### src/rtl/ring_node.sv
module ring_node #(
  parameter int NODE_W    = 8,
  parameter int PAYLOAD_W = 16,
  parameter int IMEM_AW   = 12,
  parameter logic [NODE_W-1:0] MY_ID = 8'd5
) (
  input  logic                 clk,
  input  logic                 rst_n,
  input  logic                 rx_valid,
  input  logic [NODE_W-1:0]    rx_dst,
  input  logic [NODE_W-1:0]    rx_src,
  input  logic [1:0]           rx_kind,
  input  logic [PAYLOAD_W-1:0] rx_data,
  output logic                 tx_valid,
  output logic [NODE_W-1:0]    tx_dst,
  output logic [NODE_W-1:0]    tx_src,
  output logic [1:0]           tx_kind,
  output logic [PAYLOAD_W-1:0] tx_data,
  output logic                 imem_we,
  output logic [IMEM_AW-1:0]   imem_addr,
  output logic [3:0]           imem_nibble,
  output logic                 core_hold,
  input  logic                 inq_full,
  output logic                 inq_push,
  output logic [7:0]           inq_byte,
  input  logic                 out_valid,
  input  logic [7:0]           out_byte,
  output logic                 out_ready
);
  localparam logic [1:0] K_LOAD = 2'd0;
  localparam logic [1:0] K_CTRL = 2'd1;
  localparam logic [1:0] K_DATA = 2'd2;
  localparam int NIB_W = 4;
  localparam int BYTE_W = 8;
  localparam logic [NODE_W-1:0] MGMT_ID = '0;

  logic mine, forward, inject;

  assign mine     = rx_valid && (rx_dst == MY_ID);
  assign forward  = rx_valid && (!mine || (rx_kind == K_DATA && inq_full));
  assign inject   = out_valid && !forward;
  assign out_ready = !forward;

  assign imem_we     = mine && rx_kind == K_LOAD && core_hold;
  assign imem_addr   = rx_data[NIB_W +: IMEM_AW];
  assign imem_nibble = rx_data[NIB_W-1:0];

  assign inq_push = mine && rx_kind == K_DATA && !inq_full;
  assign inq_byte = rx_data[BYTE_W-1:0];

  always_ff @(posedge clk) begin
    if (!rst_n) begin
      core_hold <= 1'b1;
    end else if (mine && rx_kind == K_CTRL) begin
      core_hold <= !rx_data[0];
    end
  end

  always_ff @(posedge clk) begin
    if (!rst_n) begin
      tx_valid <= 1'b0;
      tx_dst   <= '0;
      tx_src   <= '0;
      tx_kind  <= '0;
      tx_data  <= '0;
    end else if (forward) begin
      tx_valid <= 1'b1;
      tx_dst   <= rx_dst;
      tx_src   <= rx_src;
      tx_kind  <= rx_kind;
      tx_data  <= rx_data;
    end else if (inject) begin
      tx_valid <= 1'b1;
      tx_dst   <= MGMT_ID;
      tx_src   <= MY_ID;
      tx_kind  <= K_DATA;
      tx_data  <= {{(PAYLOAD_W-BYTE_W){1'b0}}, out_byte};
    end else begin
      tx_valid <= 1'b0;
    end
  end

  a_r1_reset_idle: assert property (@(posedge clk)
    !rst_n |=> !tx_valid && core_hold);

  a_r2_pass_through: assert property (@(posedge clk) disable iff (!rst_n)
    rx_valid && rx_dst != MY_ID |=> tx_valid && tx_dst == $past(rx_dst)
      && tx_src == $past(rx_src) && tx_data == $past(rx_data));

  a_r3_no_inject_over_through: assert property (@(posedge clk) disable iff (!rst_n)
    rx_valid && rx_dst != MY_ID |-> !out_ready);

  a_r4_inject_tagged: assert property (@(posedge clk) disable iff (!rst_n)
    out_valid && out_ready |=> tx_valid && tx_dst == MGMT_ID && tx_src == MY_ID
      && tx_data[BYTE_W-1:0] == $past(out_byte));

  a_r5_load_while_held: assert property (@(posedge clk) disable iff (!rst_n)
    imem_we |-> core_hold);

  a_r6_no_push_when_full: assert property (@(posedge clk) disable iff (!rst_n)
    inq_push |-> !inq_full);

  a_r6_full_circulates: assert property (@(posedge clk) disable iff (!rst_n)
    mine && rx_kind == K_DATA && inq_full |=> tx_valid && tx_data == $past(rx_data)
      && tx_dst == MY_ID);

  a_r7_release: assert property (@(posedge clk) disable iff (!rst_n)
    mine && rx_kind == K_CTRL && rx_data[0] |=> !core_hold);
endmodule

### config.mk
export PLATFORM = sky130hd
export DESIGN_NAME = ring_node
export DESIGN_NICKNAME = d
export VERILOG_FILES = /design/src/rtl/ring_node.sv
export SDC_FILE = /design/constraint.sdc
export NUM_CORES = 1
export LEC_CHECK = 0
export BUFFER_PORTS_ARGS = -buffer_cell sky130_fd_sc_hd__buf_2
export CORE_ASPECT_RATIO = 0.75
export CORE_MARGIN = 8
export CORE_UTILIZATION = 44
export CTS_CLUSTER_DIAMETER = 100
export DETAILED_ROUTE_END_ITERATION = 12
export PLACE_DENSITY = 0.78
export SLEW_MARGIN = 20
export SYNTH_ARGS = -nofsm -noshare
export SYNTH_HDL_FRONTEND = slang
export SYNTH_SLANG_ARGS = --single-unit
### constraint.sdc
create_clock -name clk -period 3.6 [get_ports clk]
set_clock_uncertainty 0.05 [all_clocks]
set_input_delay 0.54 -clock clk [delete_from_list [all_inputs] [get_ports clk]]
set_output_delay 0.54 -clock clk [all_outputs]
set_load 0.01 [all_outputs]
==> reports/qor.yml <==
status:
  status: "finished, final reports clean"
floorplanning:
  std_cell_rows: 22
  coreArea_um2: 4845
  fp.dieW_um: 97.64
  start_util_pct: 45.40
  design.die.area_um2: 7541
  num_io_pins: 110
  fp.dieH_um: 77.23
clock_network:
  post_cts_buffers: 0
  cts_tree: "yes"
  cts_buffers: 5
  clockRootBuffer: "clkbuf_8"
  clockBufferDepth: 2
  cts_max_level: 2
  cts_sinks: 36
  cts_hold_buf: 0
  clk_latency_ns: 0.28
  cts_resized: 0
  path_clk_slew_ns: 0.07
critical_path:
  startpoint_type: "primary input"
  crit_chain: "buf_2 > or4b_1 > o31ai_4 > buf_2"
  path_max_fanout: 18
  required_ns: 3.01
  timing.rr.start: "tx_src[3]$_SDFFE_PN0P_"
  r2r_cells: 2
  end_kind: "primary output"
  crit_top_cell: "buf_2"
  crit_slowest_cell: "or4b_1"
  r2r_slack_ns: 2.65
  crit_arrival_ns: 2.01
  crit_type: "primary input to primary output"
  max_stage_delay_ns: 0.86
  r2r_end: "tx_src[3]$_SDFFE_PN0P_"
synthesis:
  synthAdderAreaFrac_pct: 0
  yosysSeqAreaShare_pct: 32.76
  muxShareOfSynthArea_pct: 4.152
  synth_compound_area_share_pct: 28.78
  ys_seq_elements: 36
  ys_types: 37
  synth.net_count: 301
  synth_simple_gate_area_share_pct: 19.34
  avgSynthCellArea_um2: 8.660
  syn_inst: 254
  synth-xor-area-share_pct: 0
  synth_warnings: 0
  netlist_area_um2: 2200
  synth_top_family_by_area: "compound AO/OA/AOI/OAI gates"
sta:
  finalSetupViolCount: 0
  maxSlewViolCount: 0
  hold_viol: 0
  fin_crit_sh_pct: 72.14
  fin_tns_setup_ns: 0
  rsz0062_at_grt: "no"
  min_period_ns: 2.597
  worst_pin_slew_ns: 1.095
  max_freq_mhz: 385.1
  holdWs_ns: 0.4292
  max-slew-margin-rel_pct: 26.94
flow_run:
  maxCapViolations: 0
finish:
  finalNetCount: 370
  syn_to_final_growth_pct: 20.59
  most-common-layout-cells: "buf_2 (109), dfxtp_1 (36), and3_1 (18)"
  final_common_cell: "buf_2"
  drive_above_1_share_pct: 39.51
  multi_input_area_um2: 1150
  fin_area_um2: 2653
  antennaDiodeCount: 0
  nFillCells: 469
  seqCellArea_um2: 720.7
  final_cell_count_no_fill: 384
place:
  hpwlAfterDp_um: 4835
  portBuffers: 109
  place_inst: 376
  place_congestion: 0.7501
  placed_cell_area_um2: 2562
detailed_routing:
  ant_nets: 0
  drt_iter0_markers: 184
  wl_met2_um: 3193
  dr.pass1.iters: 4
  vias_per_cell: 6.078
  top_layer_used: "met4"
  routed-wl-met3_um: 646
  wl_met1_um: 2966
  wirelength_um: 6901
  drc: 0
  drt-wirelength-per-cell_um: 17.97
  vias: 2334
global_route:
  grt_usage_pct: 17.51
  grt_pass1_vias: 2232
  overflow: 0
  antenna_found_initial: 0
  grt_max_degree: 42
  grt_pass1_wl_um: 11160
power_and_ir_drop:
  p_per_area_nw_per_um2: 350.8
  vdd_ir_drop_max_mv: 0.2215
  leakage_nw: 1.172
hold_path:
  holdCritPathClass: "flop to flop"
  hold_path_end: "tx_dst[1]$_SDFFE_PN0P_"
  hold_start: "tx_dst[1]$_SDFFE_PN0P_"
  hold_depth: 2
## synth_stat cells
cell / number / area share, %
o311ai_1: 1 / 0.40
nor4b_2: 2 / 1.4
nor3b_1: 3 / 1.0
nor2b_1: 4 / 1.1
o21ai_0: 16 / 3.6
inv_1: 2 / 0.34
a221oi_1: 2 / 0.80
clkinv_1: 1 / 0.17
buf_1: 2 / 0.34
and3b_1: 1 / 0.40
o211ai_1: 1 / 0.34
mux2_2: 1 / 0.51
a211o_1: 1 / 0.40
nand3_1: 17 / 3.9
mux2i_1: 8 / 3.6
nor4_2: 1 / 0.57
nand2_1: 5 / 0.85
and3_1: 18 / 5.1
nor3_1: 1 / 0.23
clkbuf_1: 22 / 3.8
a311oi_1: 10 / 4.0
a211oi_1: 10 / 3.4
a21oi_1: 7 / 1.6
o311ai_0: 15 / 6.0
or4b_1: 2 / 0.91
dfxtp_1: 36 / 33
buf_6: 2 / 1.0
nor2_1: 6 / 1.0
o31ai_4: 1 / 0.97
nand2b_1: 1 / 0.28
nor4bb_1: 1 / 0.46
nand4_1: 5 / 1.4
buf_4: 24 / 8.2
a32oi_1: 16 / 6.4
buf_2: 5 / 1.1
nand3b_1: 2 / 0.68
a41o_1: 2 / 0.91
## routing by layer
layer | track usage, % | vias to the layer above
met4 | 6.637 | 0
met2 | 27.68 | 102
met3 | 6.177 | 7
met1 | 21.27 | 1108
met5 | 0 | -
li1 | - | 1117
## critical path, delay by kind of cell
kind	cells	cell delay [ns]
simple gates	1	0.86
compound gates	1	0.31
buf+inv	2	0.30
## where the power goes
| group | switching [mW] | total (mW) | internal, mW | leakage, nW |
|---|---|---|---|---|
| clock network | 0.144 | 0.300 | 0.156 | 0.0455 |
| registers | 0.0151 | 0.438 | 0.423 | 0.298 |
| logic | 0.113 | 0.192 | 0.0791 | 0.828 |
## worst max-delay path by stage
stage / from / endpoint / cells after the start
final: rx_dst[1] / out_ready / 4
after global routing: rx_dst[5] / imem_we / 7
after CTS: rx_dst[1] / out_ready / 4
after detailed placement: rx_dst[1] / out_ready / 4
after global placement: rx_dst[1] / out_ready / 4
after floorplan: rx_dst[5] / imem_we / 4
## area by class of cell
cell class	count	share of cell area, %
sequential	36	27.17
clock buffer	8	3.396
inverter	3	0.4245
tap	60	2.830
multi-input combinational	160	43.35
timing repair buffer	117	22.83
## through the flow
stage	utilization [%]	setup slack [ns]	total power, mW
floorplan	-	1.280	0.5675
global placement	52.89	1.017	0.6363
detailed placement	52.89	0.9942	0.6400
CTS	54.75	0.9843	0.9368
global route	54.75	0.8904	0.9743
finish	54.75	1.003	0.9305
## registers in the layout, summed over array words and instances (netlist names)
register and count:
tx_valid 1, tx_kind 2, tx_dst 8, tx_src 8
core_hold 1, tx_data 16
## kinds of logic (layout without fill, tap and decap cells)
| group | count (synthesis) | count (layout) |
|---|---|---|
| AOI/OAI and AO/OA | 82 | 82 |
| muxes | 9 | 9 |
| DFF | 36 | 36 |
| and+or+nand+nor | 69 | 69 |
| buffers and inverters | 58 | 128 |
Power figures use the tool's default switching activity.
